File: src/rtl/ctrl_regbank_pkg.sv
package ctrl_regbank_pkg;

    localparam int unsigned DATA_W = 32;
    localparam int unsigned STRB_W = DATA_W / 8;

    localparam logic [1:0] RESP_OKAY   = 2'b00;
    localparam logic [1:0] RESP_SLVERR = 2'b10;

    typedef enum logic [1:0] {
        ACC_NONE,
        ACC_RO,
        ACC_WO,
        ACC_RW
    } acc_e;

    typedef enum logic [2:0] {
        W_IDLE,
        W_HAVE_ADDR,
        W_HAVE_DATA,
        W_COMMIT,
        W_RESP
    } wr_state_e;

    typedef enum logic {
        R_IDLE,
        R_DATA
    } rd_state_e;

    // Access kind of a 32-bit word, by word index.
    function automatic acc_e word_access(input int unsigned idx, input int unsigned num_ch);
        if (idx == 0)
            return ACC_RW;
        else if (idx == 1)
            return ACC_RO;
        else if (idx < 2 + 2 * num_ch)
            return (((idx - 2) % 2) == 0) ? ACC_RW : ACC_WO;
        else
            return ACC_NONE;
    endfunction

    function automatic logic [DATA_W-1:0] lane_mask(input logic [STRB_W-1:0] strb);
        logic [DATA_W-1:0] m;
        for (int k = 0; k < STRB_W; k++)
            m[8*k +: 8] = {8{strb[k]}};
        return m;
    endfunction

endpackage

File: src/rtl/regbank_wr_fsm.sv
module regbank_wr_fsm
    import ctrl_regbank_pkg::*;
#(
    parameter int unsigned IDX_W  = 6,
    parameter int unsigned NUM_CH = 4
) (
    input  logic              clk,
    input  logic              rst_n,
    input  logic [IDX_W-1:0]  aw_idx,
    input  logic              awvalid,
    output logic              awready,
    input  logic [DATA_W-1:0] wdata,
    input  logic [STRB_W-1:0] wstrb,
    input  logic              wvalid,
    output logic              wready,
    output logic [1:0]        bresp,
    output logic              bvalid,
    input  logic              bready,
    output logic              commit,
    output logic [IDX_W-1:0]  commit_idx,
    output logic [DATA_W-1:0] commit_data,
    output logic [STRB_W-1:0] commit_strb
);

    wr_state_e state_q, state_d;
    logic      aw_fire, w_fire;
    logic [1:0] resp_q;

    assign aw_fire = awvalid && awready;
    assign w_fire  = wvalid && wready;

    // State register
    always_ff @(posedge clk) begin
        if (!rst_n)
            state_q <= W_IDLE;
        else
            state_q <= state_d;
    end

    // Next state
    always_comb begin
        state_d = state_q;
        unique case (state_q)
            W_IDLE: begin
                if (aw_fire && w_fire)
                    state_d = W_COMMIT;
                else if (aw_fire)
                    state_d = W_HAVE_ADDR;
                else if (w_fire)
                    state_d = W_HAVE_DATA;
            end
            W_HAVE_ADDR: if (w_fire)  state_d = W_COMMIT;
            W_HAVE_DATA: if (aw_fire) state_d = W_COMMIT;
            W_COMMIT:                 state_d = W_RESP;
            W_RESP:      if (bready)  state_d = W_IDLE;
            default:                  state_d = W_IDLE;
        endcase
    end

    // Outputs
    always_comb begin
        awready = 1'b0;
        wready  = 1'b0;
        bvalid  = 1'b0;
        commit  = 1'b0;
        unique case (state_q)
            W_IDLE:      begin awready = 1'b1; wready = 1'b1; end
            W_HAVE_ADDR: wready  = 1'b1;
            W_HAVE_DATA: awready = 1'b1;
            W_COMMIT:    commit  = 1'b1;
            W_RESP:      bvalid  = 1'b1;
            default:     ;
        endcase
    end

    // Capture of address, data and response
    always_ff @(posedge clk) begin
        if (!rst_n) begin
            commit_idx  <= '0;
            commit_data <= '0;
            commit_strb <= '0;
            resp_q      <= RESP_OKAY;
        end else begin
            if (aw_fire)
                commit_idx <= aw_idx;
            if (w_fire) begin
                commit_data <= wdata;
                commit_strb <= wstrb;
            end
            if (state_q == W_COMMIT)
                resp_q <= (word_access(int'(commit_idx), NUM_CH) == ACC_NONE) ? RESP_SLVERR : RESP_OKAY;
        end
    end

    assign bresp = resp_q;

    p_bvalid_hold_r10: assert property (@(posedge clk) disable iff (!rst_n)
        bvalid && !bready |=> bvalid && $stable(bresp));

    p_one_resp_r8: assert property (@(posedge clk) disable iff (!rst_n)
        bvalid |-> !awready && !wready);

endmodule

File: src/rtl/regbank_rd_fsm.sv
module regbank_rd_fsm
    import ctrl_regbank_pkg::*;
#(
    parameter int unsigned IDX_W  = 6,
    parameter int unsigned NUM_CH = 4
) (
    input  logic              clk,
    input  logic              rst_n,
    input  logic [IDX_W-1:0]  ar_idx,
    input  logic              arvalid,
    output logic              arready,
    output logic [DATA_W-1:0] rdata,
    output logic [1:0]        rresp,
    output logic              rvalid,
    input  logic              rready,
    input  logic [DATA_W-1:0] lookup_word
);

    rd_state_e state_q, state_d;
    logic      ar_fire;

    assign ar_fire = arvalid && arready;

    // State register
    always_ff @(posedge clk) begin
        if (!rst_n)
            state_q <= R_IDLE;
        else
            state_q <= state_d;
    end

    // Next state
    always_comb begin
        state_d = state_q;
        unique case (state_q)
            R_IDLE: if (ar_fire) state_d = R_DATA;
            R_DATA: if (rready)  state_d = R_IDLE;
            default:             state_d = R_IDLE;
        endcase
    end

    // Outputs
    always_comb begin
        arready = 1'b0;
        rvalid  = 1'b0;
        unique case (state_q)
            R_IDLE:  arready = 1'b1;
            R_DATA:  rvalid  = 1'b1;
            default: ;
        endcase
    end

    // Capture of the read word and its response
    always_ff @(posedge clk) begin
        if (!rst_n) begin
            rdata <= '0;
            rresp <= RESP_OKAY;
        end else if (ar_fire) begin
            rdata <= lookup_word;
            rresp <= (word_access(int'(ar_idx), NUM_CH) == ACC_NONE) ? RESP_SLVERR : RESP_OKAY;
        end
    end

    p_rvalid_hold_r10: assert property (@(posedge clk) disable iff (!rst_n)
        rvalid && !rready |=> rvalid && $stable(rdata) && $stable(rresp));

    p_no_ar_pending_r10: assert property (@(posedge clk) disable iff (!rst_n)
        rvalid |-> !arready);

    p_unmapped_zero_r9: assert property (@(posedge clk) disable iff (!rst_n)
        rvalid && rresp == RESP_SLVERR |-> rdata == '0);

endmodule

File: src/rtl/regbank_store.sv
module regbank_store
    import ctrl_regbank_pkg::*;
#(
    parameter int unsigned IDX_W   = 6,
    parameter int unsigned NUM_CH  = 4,
    parameter int unsigned TUSER_W = 8
) (
    input  logic                      clk,
    input  logic                      rst_n,
    input  logic                      wr_en,
    input  logic [IDX_W-1:0]          wr_idx,
    input  logic [DATA_W-1:0]         wr_data,
    input  logic [STRB_W-1:0]         wr_strb,
    input  logic [IDX_W-1:0]          rd_idx,
    output logic [DATA_W-1:0]         rd_word,
    input  logic [DATA_W-1:0]         status_word,
    output logic                      run_enable,
    output logic [1:0]                dir_code,
    output logic [DATA_W*NUM_CH-1:0]  ch_rd_addr,
    output logic [NUM_CH-1:0]         ch_enable,
    output logic [TUSER_W*NUM_CH-1:0] ch_tuser
);

    localparam int unsigned GCFG_W  = 3;
    localparam int unsigned CHCFG_W = TUSER_W + 1;
    localparam logic [GCFG_W-1:0] GCFG_RESET = 3'b011;

    logic [DATA_W-1:0] wmask;
    logic [GCFG_W-1:0] gcfg_q;

    assign wmask = lane_mask(wr_strb);

    // Global configuration word
    always_ff @(posedge clk) begin
        if (!rst_n)
            gcfg_q <= GCFG_RESET;
        else if (wr_en && wr_idx == IDX_W'(0))
            gcfg_q <= (gcfg_q & ~wmask[GCFG_W-1:0]) | (wr_data[GCFG_W-1:0] & wmask[GCFG_W-1:0]);
    end

    assign run_enable = gcfg_q[0];
    assign dir_code   = gcfg_q[2:1];

    // Channel array: address word at 2+2i, setup word at 3+2i
    logic [DATA_W-1:0]  ch_addr_q [NUM_CH];
    logic [CHCFG_W-1:0] ch_cfg_q  [NUM_CH];

    for (genvar i = 0; i < NUM_CH; i++) begin : g_ch
        localparam logic [IDX_W-1:0] ADDR_IDX = IDX_W'(2 + 2 * i);
        localparam logic [IDX_W-1:0] CFG_IDX  = IDX_W'(3 + 2 * i);

        always_ff @(posedge clk) begin
            if (!rst_n) begin
                ch_addr_q[i] <= '0;
                ch_cfg_q[i]  <= '0;
            end else if (wr_en) begin
                if (wr_idx == ADDR_IDX)
                    ch_addr_q[i] <= (ch_addr_q[i] & ~wmask) | (wr_data & wmask);
                if (wr_idx == CFG_IDX)
                    ch_cfg_q[i] <= (ch_cfg_q[i] & ~wmask[CHCFG_W-1:0])
                                 | (wr_data[CHCFG_W-1:0] & wmask[CHCFG_W-1:0]);
            end
        end

        assign ch_rd_addr[DATA_W*i +: DATA_W]   = ch_addr_q[i];
        assign ch_enable[i]                     = ch_cfg_q[i][0];
        assign ch_tuser[TUSER_W*i +: TUSER_W]   = ch_cfg_q[i][CHCFG_W-1:1];
    end

    // Read lookup, masked by access kind
    always_comb begin
        rd_word = '0;
        unique case (word_access(int'(rd_idx), NUM_CH))
            ACC_RO: rd_word = status_word;
            ACC_RW: begin
                if (rd_idx == IDX_W'(0))
                    rd_word = DATA_W'(gcfg_q);
                else
                    rd_word = ch_addr_q[(int'(rd_idx) - 2) / 2];
            end
            default: rd_word = '0;
        endcase
    end

    p_gcfg_hold_r7: assert property (@(posedge clk) disable iff (!rst_n)
        !wr_en |=> $stable(gcfg_q));

    p_ro_untouched_r4: assert property (@(posedge clk) disable iff (!rst_n)
        wr_en && wr_idx == IDX_W'(1) |=> $stable(gcfg_q) && $stable(ch_enable));

endmodule

File: src/rtl/ctrl_regbank.sv
module ctrl_regbank
    import ctrl_regbank_pkg::*;
#(
    parameter int unsigned ADDR_W        = 8,
    parameter int unsigned NUM_CH        = 4,
    parameter int unsigned TUSER_W       = 8,
    parameter int unsigned STREAM_DATA_W = 64,
    parameter int unsigned SYS_CLK_HZ    = 156250000
) (
    input  logic                      clk,
    input  logic                      rst_n,
    input  logic [ADDR_W-1:0]         s_awaddr,
    input  logic                      s_awvalid,
    output logic                      s_awready,
    input  logic [31:0]               s_wdata,
    input  logic [3:0]                s_wstrb,
    input  logic                      s_wvalid,
    output logic                      s_wready,
    output logic [1:0]                s_bresp,
    output logic                      s_bvalid,
    input  logic                      s_bready,
    input  logic [ADDR_W-1:0]         s_araddr,
    input  logic                      s_arvalid,
    output logic                      s_arready,
    output logic [31:0]               s_rdata,
    output logic [1:0]                s_rresp,
    output logic                      s_rvalid,
    input  logic                      s_rready,
    input  logic [31:0]               status_word,
    output logic                      run_enable,
    output logic [1:0]                dir_code,
    output logic [1:0]                pin_mode,
    output logic [32*NUM_CH-1:0]      ch_rd_addr,
    output logic [NUM_CH-1:0]         ch_enable,
    output logic [TUSER_W*NUM_CH-1:0] ch_tuser
);

    localparam int unsigned IDX_W = ADDR_W - 2;

    logic              commit;
    logic [IDX_W-1:0]  commit_idx;
    logic [DATA_W-1:0] commit_data;
    logic [STRB_W-1:0] commit_strb;
    logic [DATA_W-1:0] lookup_word;

    regbank_wr_fsm #(.IDX_W(IDX_W), .NUM_CH(NUM_CH)) u_wr (
        .clk         (clk),
        .rst_n       (rst_n),
        .aw_idx      (s_awaddr[ADDR_W-1:2]),
        .awvalid     (s_awvalid),
        .awready     (s_awready),
        .wdata       (s_wdata),
        .wstrb       (s_wstrb),
        .wvalid      (s_wvalid),
        .wready      (s_wready),
        .bresp       (s_bresp),
        .bvalid      (s_bvalid),
        .bready      (s_bready),
        .commit      (commit),
        .commit_idx  (commit_idx),
        .commit_data (commit_data),
        .commit_strb (commit_strb)
    );

    regbank_rd_fsm #(.IDX_W(IDX_W), .NUM_CH(NUM_CH)) u_rd (
        .clk         (clk),
        .rst_n       (rst_n),
        .ar_idx      (s_araddr[ADDR_W-1:2]),
        .arvalid     (s_arvalid),
        .arready     (s_arready),
        .rdata       (s_rdata),
        .rresp       (s_rresp),
        .rvalid      (s_rvalid),
        .rready      (s_rready),
        .lookup_word (lookup_word)
    );

    regbank_store #(.IDX_W(IDX_W), .NUM_CH(NUM_CH), .TUSER_W(TUSER_W)) u_store (
        .clk         (clk),
        .rst_n       (rst_n),
        .wr_en       (commit),
        .wr_idx      (commit_idx),
        .wr_data     (commit_data),
        .wr_strb     (commit_strb),
        .rd_idx      (s_araddr[ADDR_W-1:2]),
        .rd_word     (lookup_word),
        .status_word (status_word),
        .run_enable  (run_enable),
        .dir_code    (dir_code),
        .ch_rd_addr  (ch_rd_addr),
        .ch_enable   (ch_enable),
        .ch_tuser    (ch_tuser)
    );

    // Reserved direction code 3 is treated as high impedance (1)
    assign pin_mode = (dir_code == 2'd3) ? 2'd1 : dir_code;

    p_pin_safe_r3: assert property (@(posedge clk) disable iff (!rst_n)
        pin_mode != 2'd3);

endmodule

File: config.mk
export PLATFORM = sky130hd
export DESIGN_NAME = ctrl_regbank
export DESIGN_NICKNAME = d
export VERILOG_FILES = /design/src/rtl/ctrl_regbank_pkg.sv /design/src/rtl/regbank_wr_fsm.sv /design/src/rtl/regbank_rd_fsm.sv /design/src/rtl/regbank_store.sv /design/src/rtl/ctrl_regbank.sv
export SDC_FILE = /design/constraint.sdc
export NUM_CORES = 1
export LEC_CHECK = 0
export ABC_AREA = 0
export CORE_ASPECT_RATIO = 0.75
export CORE_MARGIN = 5
export CORE_UTILIZATION = 50
export CTS_CLUSTER_DIAMETER = 40
export DETAILED_ROUTE_END_ITERATION = 10
export PLACE_DENSITY = 0.87
export REMOVE_ABC_BUFFERS = 1
export SYNTH_ARGS = -nofsm -noshare
export SYNTH_HDL_FRONTEND = slang
export SYNTH_HIERARCHICAL = 1
export SYNTH_SLANG_ARGS = --single-unit
File: constraint.sdc
create_clock -name clk -period 5.7 [get_ports clk]
set_input_delay 0.855 -clock clk [delete_from_list [all_inputs] [get_ports clk]]
set_output_delay 0.855 -clock clk [all_outputs]
set_load 0.01 [all_outputs]
==> metrics <==
Resized cells post-CTS 0; Unique masters post-synth 50; Worst Path Max Fanout 32; Crit-path slowest cell xnor3_4; Clock Latency Late Sink 0.54 ns; initial DRC count 988; Post-synth top cells 178 x nand2_1, 170 x nand2b_1, 167 x a21oi_1; die area 27200 µm²; die width 189 µm; CP Cell Sequence clkdlybuf4s50_1 > or4_1 > nor3b_1 > ha_1 > xnor3_4 > buf_12 > mux2i_1 > o22ai_1 > a21o_1 > nand2_1 > a21boi_1; Post-synth EDFFs 164; die height 144 µm; count leader, synth nand2_1; vias in the first global route 9842; CP required 6.15 ns; Max Slew Vio Count 0; first-pass GRT wire length 56100 µm; vias per cell 5.83; num rows 49; Rel. slew slack 22.5%; Synth Flop Type edfxtp_1; startpoint type of the worst setup path input port; worst reg2reg startpoint u_wr/state_q[1]$_SDFFE_PN0P_; clock buffer depth 3; Detail Placement HPWL 23500 µm; Initial Util 50.5%; fill count 1784; instance count on the critical path 11; flops & latches, synth 247; Fin. Hold Viols 0; # port buffers 294; Total GRT Usage 26.0%; YS warnings 6; sequential area share after synthesis 54.9%; Max Clk Rate 246 MHz; vias 10000; Synth top area share 41.0%; Worst Hold Class flip-flop to flip-flop; Crit path arrival time 4.52 ns; Register Area 6590 µm²; DRT Pass-1 Iters 5; leading area contributor after synthesis edfxtp_1; core footprint 23800 µm²; GPL Wtd Cong 0.838; final core utilization 67.7%; root buffer cell clkbuf_16; ys async rst share 0%; CP endpoint u_rd/rdata[25]$_SDFFE_PN0P_; post-route ant nets 0; TritonCTS Sinks 247; crit end category flip-flop; Worst path top cell family by delay simple AND/OR/NAND/NOR gates; Post-CTS Hold Fix Bufs 0; clk slew on worst S/H paths 0.06 ns; multi-input logic area 5000 µm²; worst stage delay on the critical path 0.65 ns; synthesized instance count 1131; Routed WL per cell 21.8 µm; CP startpoint s_araddr[7]; PD cells 285 nW/µm²; top post-synthesis cells by area edfxtp_1 41%, dfxtp_1 14%, nand2b_1 8.9%; Setup TNS 0 ns; initial antenna violation count 2; status completed; worst vdd ir 0.207 mV; reg2reg path depth 4; final setup fails 0; synthesized area per cell 10.6 µm²; CTS tree built; post-route DRC violation count 0; Post-CTS Repair Setup Buffers 0; LEAKAGE 0.00592 µW; Max-cap violations 0; H-tree depth 1; Setup Skew 0.00851 ns; RSZ-0062 raised after global routing false; Slew @ Worst Pin 1.16 ns; largest net degree at the start of global routing 97; critical path class input port to flip-flop; area delta synth->final 34.1%; Reg-to-Reg End u_store/ch_addr_q[3][23]$_SDFFCE_PN0P_; layout cells sized above 1 8.29%; Buf+Inv Stages, Crit Path 2; GR Overflow Total 0; synthesized area 12000 µm²; WL final 37500 µm; post-layout minimum cycle time 4.07 ns; # IOs 301; Final Cycle Share 71.4%; fin nets 1479; Reg2Reg Setup Slack 2.89 ns; cts bufs inserted 31
==> power by group <==
part | internal, µW | switching, µW | total (µW)
sequential | 1980 | 79.9 | 2060
combinational | 261 | 257 | 518
clock | 1230 | 790 | 2020
total | 3470 | 1130 | 4590
==> cells by family (layout without fill, tap and decap cells) <==
group | after synthesis | after routing | synth area share (%)
other | 2 | 3 | 0.0625
AND/OR/NAND/NOR | 398 | 398 | 17.5
buffers and inverters | 87 | 367 | 4.08
multiplexers | 73 | 73 | 6.09
XOR/XNOR | 2 | 2 | 0.261
flip-flops | 247 | 247 | 54.9
adder cells (fa/ha/maj) | 1 | 1 | 0.104
AO/OA/AOI/OAI | 321 | 321 | 17.1
==> worst min path at each step <==
| stage | endpoint | start | slack [ns] | cells after the start |
|---|---|---|---|---|
| after floorplan | u_wr/commit_data[10]$_SDFFE_PN0P_ | u_wr/commit_data[10]$_SDFFE_PN0P_ | 0.44 | 2 |
| after global placement | u_rd/rdata[11]$_SDFFE_PN0P_ | u_rd/rdata[11]$_SDFFE_PN0P_ | 0.44 | 2 |
| after detailed placement | u_rd/rdata[21]$_SDFFE_PN0P_ | u_rd/rdata[21]$_SDFFE_PN0P_ | 0.45 | 2 |
| after CTS | u_rd/rdata[21]$_SDFFE_PN0P_ | u_rd/rdata[21]$_SDFFE_PN0P_ | 0.46 | 2 |
| after global routing | u_rd/rdata[26]$_SDFFE_PN0P_ | u_rd/rdata[26]$_SDFFE_PN0P_ | 0.48 | 2 |
| final | u_rd/rdata[21]$_SDFFE_PN0P_ | u_rd/rdata[21]$_SDFFE_PN0P_ | 0.45 | 2 |
==> metal layers <==
| layer | vias to the layer above | track usage (%) | wire, µm |
|---|---|---|---|
| met4 | 2 | 6.71 | 804 |
| li1 | 4542 | - | - |
| met3 | 64 | 6.68 | 3980 |
| met2 | 572 | 42.6 | 17600 |
| met5 | - | 0 | 11 |
| met1 | 4828 | 34.9 | 15100 |
==> layout by cell type (no fill, tap or decap), types with 6 or more instances in the layout <==
master / netlist / routed
clkdlybuf4s50_1: 0 / 293
nand2_1: 178 / 176
nand2b_1: 170 / 168
a21oi_1: 167 / 167
edfxtp_1: 164 / 164
dfxtp_1: 83 / 82
mux2i_1: 73 / 73
clkbuf_16: 0 / 32
a21o_1: 30 / 30
a21boi_2: 30 / 30
a21boi_1: 29 / 29
o22ai_1: 27 / 27
buf_4: 6 / 12
nor2b_1: 12 / 11
a21boi_0: 9 / 9
clkinvlp_4: 0 / 8
nor2_1: 7 / 7
o21ai_0: 9 / 6
==> tightest hold or removal path, delay by kind of cell (launching register included) <==
| family | cells | cell delay, ns |
|---|---|---|
| flops | 1 | 0.31 |
| compound gates | 1 | 0.05 |
| simple gates | 1 | 0.05 |
==> stage by stage <==
stage / total power, µW / hold WS, ns / instance area [µm²] / std cells / worst slack (ns)
floorplan: 2330 / 0.443 / 11500 / 1048 / 0.779
global placement: 2590 / 0.439 / 15000 / 1660 / 1.34
detailed placement: 2610 / 0.448 / 15000 / 1660 / 1.21
CTS: 4620 / 0.456 / 16100 / 1717 / 1.73
global route: 4740 / 0.475 / 16100 / 1718 / 1.40
finish: 4590 / 0.452 / 16100 / 1718 / 1.63
==> layout make-up <==
| type | instances | area share (%) |
|---|---|---|
| timing repair buffer | 306 | 18.9 |
| clock buffer | 35 | 5.10 |
| antenna | 1 | 0.0155 |
| inverter | 4 | 0.0932 |
| sequential | 247 | 40.9 |
| clock inverter | 22 | 1.59 |
| tap | 306 | 2.38 |
| multi-input combinational | 797 | 31.0 |
==> flip-flops by register name, indices dropped and copies added, names as in the netlist, named ones only <==
register	cells
u_wr/commit_strb	4
u_store/ch_addr_q	128
u_rd/state_q	1
u_wr/commit_idx	6
u_rd/rresp	1
u_wr/state_q	3
u_store/ch_cfg_q	36
u_wr/bresp	1
u_rd/rdata	32
u_wr/commit_data	32
Note: power is estimated with default switching activity, not from simulation.
